===== config.mk =====
export PLATFORM = sky130hd
export DESIGN_NAME = stack_exec_unit
export DESIGN_NICKNAME = d
export VERILOG_FILES = /design/src/rtl/stack_pkg.sv /design/src/rtl/stack_alu.sv /design/src/rtl/stack_datapath.sv /design/src/rtl/stack_control.sv /design/src/rtl/stack_exec_unit.sv
export SDC_FILE = /design/constraint.sdc
export NUM_CORES = 1
export LEC_CHECK = 0
export BUFFER_PORTS_ARGS = -buffer_cell sky130_fd_sc_hd__buf_2
export CAP_MARGIN = 25
export CORE_MARGIN = 2
export CORE_UTILIZATION = 50
export CTS_CLUSTER_DIAMETER = 60
export DETAILED_ROUTE_END_ITERATION = 7
export PLACE_DENSITY = 0.67
export RECOVER_POWER = 50
export SLEW_MARGIN = 20
export SYNTH_ARGS = -nofsm -noshare
export SYNTH_HDL_FRONTEND = slang
export SYNTH_SLANG_ARGS = --single-unit

===== constraint.sdc =====
create_clock -name clk -period 11.7 [get_ports clk]
set_input_delay 2.34 -clock clk [delete_from_list [all_inputs] [get_ports clk]]
set_output_delay 2.34 -clock clk [all_outputs]
set_load 0.01 [all_outputs]

===== src/rtl/stack_pkg.sv =====
package stack_pkg;

  localparam int OPC_W = 4;

  localparam logic [OPC_W-1:0] OP_LOAD  = 4'h1;
  localparam logic [OPC_W-1:0] OP_STORE = 4'h2;
  localparam logic [OPC_W-1:0] OP_ADD   = 4'h3;
  localparam logic [OPC_W-1:0] OP_SUB   = 4'h4;
  localparam logic [OPC_W-1:0] OP_MULT  = 4'h5;
  localparam logic [OPC_W-1:0] OP_HALT  = 4'hF;

  typedef enum logic [1:0] {
    ALU_ADD = 2'd0,
    ALU_SUB = 2'd1,
    ALU_MUL = 2'd2
  } alu_op_e;

  typedef enum logic [1:0] {
    ST_IDLE  = 2'd0,
    ST_READ  = 2'd1,
    ST_FILL  = 2'd2,
    ST_WRITE = 2'd3
  } ctrl_state_e;

  // strobes from control to datapath
  typedef struct packed {
    logic    doPush;
    logic    doPop;
    logic    doBin;
    alu_op_e aluOp;
    logic    latchAddr;
  } dp_ctrl_t;

endpackage


===== src/rtl/stack_alu.sv =====
module stack_alu
  import stack_pkg::*;
#(
  parameter int DATA_W = 16
) (
  input  alu_op_e           op,
  input  logic [DATA_W-1:0] lhs,
  input  logic [DATA_W-1:0] rhs,
  output logic [DATA_W-1:0] result
);

  localparam int PROD_W = 2 * DATA_W;

  logic [PROD_W-1:0] product;

  assign product = {{DATA_W{1'b0}}, lhs} * {{DATA_W{1'b0}}, rhs};

  always_comb begin
    case (op)
      ALU_ADD: result = lhs + rhs;
      ALU_SUB: result = lhs - rhs;
      ALU_MUL: result = product[DATA_W-1:0];
      default: result = '0;
    endcase
  end

endmodule


===== src/rtl/stack_datapath.sv =====
module stack_datapath
  import stack_pkg::*;
#(
  parameter int DATA_W = 16,
  parameter int ADDR_W = 12,
  parameter int DEPTH  = 16
) (
  input  logic                         clk,
  input  logic                         rstN,
  input  dp_ctrl_t                     ctrl,
  input  logic [ADDR_W-1:0]            instrAddr,
  input  logic [DATA_W-1:0]            memRdData,
  output logic [ADDR_W-1:0]            memAddr,
  output logic [DATA_W-1:0]            memWrData,
  output logic [DATA_W-1:0]            topData,
  output logic [$clog2(DEPTH+1)-1:0]   depth
);

  localparam int PTR_W = $clog2(DEPTH);
  localparam int CNT_W = $clog2(DEPTH + 1);

  logic [DATA_W-1:0] entry [DEPTH];
  logic [CNT_W-1:0]  depthReg;
  logic [ADDR_W-1:0] addrReg;
  logic [DATA_W-1:0] wrDataReg;
  logic [PTR_W-1:0]  topIdx;
  logic [PTR_W-1:0]  secIdx;
  logic [PTR_W-1:0]  pushIdx;
  logic [DATA_W-1:0] aluResult;

  assign topIdx  = PTR_W'(depthReg - CNT_W'(1));
  assign secIdx  = PTR_W'(depthReg - CNT_W'(2));
  assign pushIdx = PTR_W'(depthReg);

  stack_alu #(.DATA_W(DATA_W)) u_alu (
    .op     (ctrl.aluOp),
    .lhs    (entry[secIdx]),
    .rhs    (entry[topIdx]),
    .result (aluResult)
  );

  always_ff @(posedge clk) begin
    if (!rstN) begin
      for (int i = 0; i < DEPTH; i++) entry[i] <= '0;
    end else begin
      for (int i = 0; i < DEPTH; i++) begin
        if (ctrl.doPush && pushIdx == PTR_W'(i))
          entry[i] <= memRdData;
        else if (ctrl.doBin && secIdx == PTR_W'(i))
          entry[i] <= aluResult;
      end
    end
  end

  always_ff @(posedge clk) begin
    if (!rstN) begin
      depthReg  <= '0;
      addrReg   <= '0;
      wrDataReg <= '0;
    end else begin
      if (ctrl.doPush)
        depthReg <= depthReg + CNT_W'(1);
      else if (ctrl.doPop || ctrl.doBin)
        depthReg <= depthReg - CNT_W'(1);
      if (ctrl.latchAddr) addrReg <= instrAddr;
      if (ctrl.doPop) wrDataReg <= entry[topIdx];
    end
  end

  assign memAddr   = addrReg;
  assign memWrData = wrDataReg;
  assign depth     = depthReg;
  assign topData   = (depthReg == '0) ? '0 : entry[topIdx];

  assert_depth_bound_R12: assert property (@(posedge clk) disable iff (!rstN)
    depthReg <= CNT_W'(DEPTH));

  assert_bin_shrinks_R4: assert property (@(posedge clk) disable iff (!rstN)
    ctrl.doBin |=> depthReg == $past(depthReg) - CNT_W'(1));

  assert_push_grows_R2: assert property (@(posedge clk) disable iff (!rstN)
    ctrl.doPush |=> depthReg == $past(depthReg) + CNT_W'(1));

  assert_pop_latches_R3: assert property (@(posedge clk) disable iff (!rstN)
    ctrl.doPop |=> wrDataReg == $past(topData));

endmodule


===== src/rtl/stack_control.sv =====
module stack_control
  import stack_pkg::*;
#(
  parameter int DEPTH = 16,
  parameter int CNT_W = 5
) (
  input  logic             clk,
  input  logic             rstN,
  input  logic             instrValid,
  input  logic [OPC_W-1:0] opcode,
  input  logic [CNT_W-1:0] depth,
  output logic             instrReady,
  output dp_ctrl_t         ctrl,
  output logic             memRdEn,
  output logic             memWrEn,
  output logic             overflowErr,
  output logic             underflowErr,
  output logic             halted
);

  ctrl_state_e state, nextState;
  logic accept;
  logic ovfNext, unfNext, haltNext;
  logic isFull, hasOne, hasTwo;

  assign isFull = (depth == CNT_W'(DEPTH));
  assign hasOne = (depth != '0);
  assign hasTwo = (depth >= CNT_W'(2));

  assign instrReady = (state == ST_IDLE) && !halted;
  assign accept     = instrValid && instrReady;
  assign memRdEn    = (state == ST_READ);
  assign memWrEn    = (state == ST_WRITE);

  always_comb begin
    ctrl      = '0;
    nextState = state;
    ovfNext   = 1'b0;
    unfNext   = 1'b0;
    haltNext  = halted;
    case (state)
      ST_READ:  nextState = ST_FILL;
      ST_FILL: begin
        ctrl.doPush = 1'b1;
        nextState   = ST_IDLE;
      end
      ST_WRITE: nextState = ST_IDLE;
      default: begin
        if (accept) begin
          case (opcode)
            OP_LOAD: begin
              if (isFull) ovfNext = 1'b1;
              else begin
                ctrl.latchAddr = 1'b1;
                nextState      = ST_READ;
              end
            end
            OP_STORE: begin
              if (!hasOne) unfNext = 1'b1;
              else begin
                ctrl.doPop     = 1'b1;
                ctrl.latchAddr = 1'b1;
                nextState      = ST_WRITE;
              end
            end
            OP_ADD, OP_SUB, OP_MULT: begin
              if (!hasTwo) unfNext = 1'b1;
              else begin
                ctrl.doBin = 1'b1;
                ctrl.aluOp = (opcode == OP_ADD) ? ALU_ADD :
                             (opcode == OP_SUB) ? ALU_SUB : ALU_MUL;
              end
            end
            OP_HALT: haltNext = 1'b1;
            default: ;
          endcase
        end
      end
    endcase
  end

  always_ff @(posedge clk) begin
    if (!rstN) begin
      state        <= ST_IDLE;
      overflowErr  <= 1'b0;
      underflowErr <= 1'b0;
      halted       <= 1'b0;
    end else begin
      state        <= nextState;
      overflowErr  <= ovfNext;
      underflowErr <= unfNext;
      halted       <= haltNext;
    end
  end

  assert_load_reads_R2: assert property (@(posedge clk) disable iff (!rstN)
    (accept && opcode == OP_LOAD && !isFull) |=> memRdEn && !instrReady);

  assert_store_writes_R3: assert property (@(posedge clk) disable iff (!rstN)
    (accept && opcode == OP_STORE && hasOne) |=> memWrEn && !instrReady);

  assert_no_overflow_R7: assert property (@(posedge clk) disable iff (!rstN)
    overflowErr |-> isFull && !memRdEn);

  assert_underflow_shallow_R8: assert property (@(posedge clk) disable iff (!rstN)
    underflowErr |-> !hasTwo && !memWrEn);

  assert_halt_sticky_R9: assert property (@(posedge clk) disable iff (!rstN)
    halted |=> halted && !instrReady);

  assert_strobes_exclusive_R1: assert property (@(posedge clk) disable iff (!rstN)
    $onehot0({memRdEn, memWrEn, overflowErr || underflowErr}));

endmodule


===== src/rtl/stack_exec_unit.sv =====
module stack_exec_unit
  import stack_pkg::*;
#(
  parameter int DATA_W = 16,
  parameter int ADDR_W = 12,
  parameter int DEPTH  = 16
) (
  input  logic                       clk,
  input  logic                       rstN,
  input  logic                       instrValid,
  output logic                       instrReady,
  input  logic [OPC_W+ADDR_W-1:0]    instrWord,
  output logic                       memRdEn,
  output logic                       memWrEn,
  output logic [ADDR_W-1:0]          memAddr,
  output logic [DATA_W-1:0]          memWrData,
  input  logic [DATA_W-1:0]          memRdData,
  output logic [DATA_W-1:0]          topData,
  output logic [$clog2(DEPTH+1)-1:0] stackDepth,
  output logic                       overflowErr,
  output logic                       underflowErr,
  output logic                       halted
);

  localparam int CNT_W = $clog2(DEPTH + 1);

  dp_ctrl_t ctrl;

  stack_control #(.DEPTH(DEPTH), .CNT_W(CNT_W)) u_control (
    .clk          (clk),
    .rstN         (rstN),
    .instrValid   (instrValid),
    .opcode       (instrWord[OPC_W+ADDR_W-1:ADDR_W]),
    .depth        (stackDepth),
    .instrReady   (instrReady),
    .ctrl         (ctrl),
    .memRdEn      (memRdEn),
    .memWrEn      (memWrEn),
    .overflowErr  (overflowErr),
    .underflowErr (underflowErr),
    .halted       (halted)
  );

  stack_datapath #(.DATA_W(DATA_W), .ADDR_W(ADDR_W), .DEPTH(DEPTH)) u_datapath (
    .clk       (clk),
    .rstN      (rstN),
    .ctrl      (ctrl),
    .instrAddr (instrWord[ADDR_W-1:0]),
    .memRdData (memRdData),
    .memAddr   (memAddr),
    .memWrData (memWrData),
    .topData   (topData),
    .depth     (stackDepth)
  );

endmodule


==> impl_metrics.json <==
{
  "status": "finished with violations",
  "violations": "capacitance limit, slew limit",
  "crit_top_cell": "fa_1",
  "drt_iter0_drc": 2269,
  "rsz0062_at_grt": "false",
  "post_dp_cell_area_mm2": 0.0232,
  "crit_fanout": 30,
  "dp_hpwl_um": 49500,
  "initial_core_util": 0.504,
  "yosys_most_used_dff": "edfxtp_1",
  "worst-path-buf-inv": 5,
  "fill_cells": 3827,
  "routedWlPerCell_um": 25.6,
  "htreeDepth": 2,
  "synth_warnings": 0,
  "synth_nets": 2288,
  "fp.dieW_um": 215,
  "core-area_mm2": 0.0440,
  "endpoint_kind": "flop",
  "vias": 17444,
  "grt_overflow": 0,
  "ys_seq_area_frac": 0.381,
  "grt_pass1_wl_um": 106000,
  "critPathArrivalTime_ps": 10220,
  "clock_latency_ps": 560,
  "syn2layout_area_growth_pct": 9.16,
  "clockRootBuffer": "clkbuf_16",
  "gp_congestion": 0.962,
  "hp-class": "flop to flop",
  "fp-row-count": 77,
  "grt_max_degree": 52,
  "fin_skew_ps": 18.6,
  "track_usage": 0.305,
  "dieHeight_um": 215,
  "hold_violations": 0,
  "drive_gt1_frac": 0.158,
  "synthArstFlopShare": 0,
  "finalWirelength_um": 69900,
  "drc": 0,
  "cts.clk_slew.worst_paths_ps": 70,
  "cts-resized-gates": 0,
  "final_max_slew_viol_count": 129,
  "final_antenna_net_count": 0,
  "pre_cts_ws_ps": 2450,
  "path_class": "flop to flop",
  "worstMarginPinSlew_ps": 1840,
  "stdcell_area_mm2": 0.0242,
  "cp-start-kind": "flop",
  "min_period_ps": 9930,
  "final_cell_mix": "nand2_1 (365), edfxtp_1 (256), o21ai_0 (195)",
  "postCtsSetupRepairBufs": 0,
  "fmax_mhz": 101,
  "dieArea_mm2": 0.0461,
  "synth_area_mm2": 0.0222,
  "io_pins": 90,
  "cpMaxStageDelayCell": "dfxtp_1",
  "viasPerCell": 6.39,
  "nNetsFinal": 2307,
  "tritoncts": "built",
  "cts_buffers": 34,
  "synth_edf_count": 256,
  "setup_viol": 0,
  "dr.pass1.iters": 6,
  "synth_cell_types": 69,
  "syn_avg_cell_area_um2": 10.6,
  "ctsHoldBuffers": 0,
  "slew_headroom": -0.227,
  "finalCritPeriodShare": 0.849,
  "synth-seq-cells": 294,
  "syn_inst": 2092,
  "setup_tns_ps": 0,
  "crit_required_ps": 11990,
  "cp_top_family": "adder cells",
  "worst_slack_ps": 1770,
  "n_antenna_cell": 0,
  "critical-path-max-stage-delay_ps": 1380,
  "first_global_vias": 17523,
  "final_common_cell": "nand2_1",
  "io_buffers": 89,
  "clockBufferDepth": 3,
  "antenna_found_initial": 1,
  "clock_sinks": 294,
  "drv_cap": 5
}
## layer usage
metal | GRT usage | vias to the layer above | part of all wire
met1 | 0.396 | 8587 | 0.37
met5 | 0 | - | 0.00016
li1 | - | 7521 | -
met4 | 0.142 | 2 | 0.044
met2 | 0.498 | 1113 | 0.48
met3 | 0.0590 | 221 | 0.10
## registers in the layout (all words and copies together) (netlist names)
signal and cells:
u_control.halted 1, u_control.overflowErr 1, u_control.state 2, u_control.underflowErr 1, u_datapath.depth 5, u_datapath.entry 256, u_datapath.memAddr 12, u_datapath.memWrData 16
## logic make-up (layout without fill, tap and decap cells)
group / Yosys count / in the layout / synth area share
simple gates: 670 / 670 / 0.134
compound gates: 410 / 410 / 0.115
buf+inv: 303 / 348 / 0.0587
flops: 294 / 294 / 0.381
mux: 186 / 186 / 0.164
fa+ha+maj: 161 / 161 / 0.118
xor+xnor: 68 / 68 / 0.0291
## tightest hold or removal path, delay by kind of cell, from the launching register on
family             cells  cell delay [ps]
AOI/OAI and AO/OA      1               50
and+or+nand+nor        1               50
DFF                    1              310
## through the flow
stage / utilization / hold slack (ps) / instances
2_1_floorplan: - / 476 / 2092
5_1_grt: 0.550 / 467 / 2729
4_1_cts: 0.552 / 450 / 2728
3_3_place_gp: 0.525 / 437 / 2663
3_5_place_dp: 0.526 / 441 / 2666
6_report: 0.550 / 453 / 2729
## final timing paths
check	from	endpoint	slack (ps)	cells after the start
min reg2reg	u_datapath.memWrData[5]$_SDFFE_PN0P_	u_datapath.memWrData[5]$_SDFFE_PN0P_	450	2
max reg2reg	u_datapath.depth[1]$_SDFFE_PN0P_	u_datapath.entry[7][15]$_SDFFCE_PN0P_	1770	26
max	u_datapath.depth[1]$_SDFFE_PN0P_	u_datapath.entry[7][15]$_SDFFCE_PN0P_	1770	26
min	u_datapath.memWrData[5]$_SDFFE_PN0P_	u_datapath.memWrData[5]$_SDFFE_PN0P_	450	2
## cell usage after synthesis (all sizes together), types with 3 or more instances
cell type	instances	area (um^2)
clkbuf	108	405
a21o	5	37.5
or3	18	113
o21a	3	22.5
a211o	4	35.0
dfxtp	38	761
o21ai	217	1120
ha	80	1000
a31oi	11	68.8
o211ai	17	128
xor2	15	146
a21oi	49	249
o31ai	5	37.5
o21bai	6	45.0
or2	4	25.0
a22o	60	526
a41oi	4	35.0
nand2	365	1370
mux4	142	3200
nand2b	9	56.3
a211oi	6	60.1
xnor2	51	454
nand3	39	205
mux2	6	67.6
nor2	110	413
a21boi	6	48.8
inv	142	533
a22oi	11	82.6
buf	52	360
and2	60	375
nor3	18	95.1
fa	81	1620
mux2i	38	380
nor2b	34	220
edfxtp	256	7690
and3	5	31.3
## area by class of cell
type                            count  area (um^2)  share of cell area
Sequential cell                   294         8450               0.349
Timing Repair Buffer              143          820              0.0338
Clock buffer                       44          993              0.0410
Inverter                          143          537              0.0222
Multi-Input combinational cell   1495        12500               0.517
Tap cell                          592          741              0.0306
Clock inverter                     18          149             0.00615
Power is not shown: default switching activity piles up to over one toggle a cycle in this logic, so the estimate is an artifact.
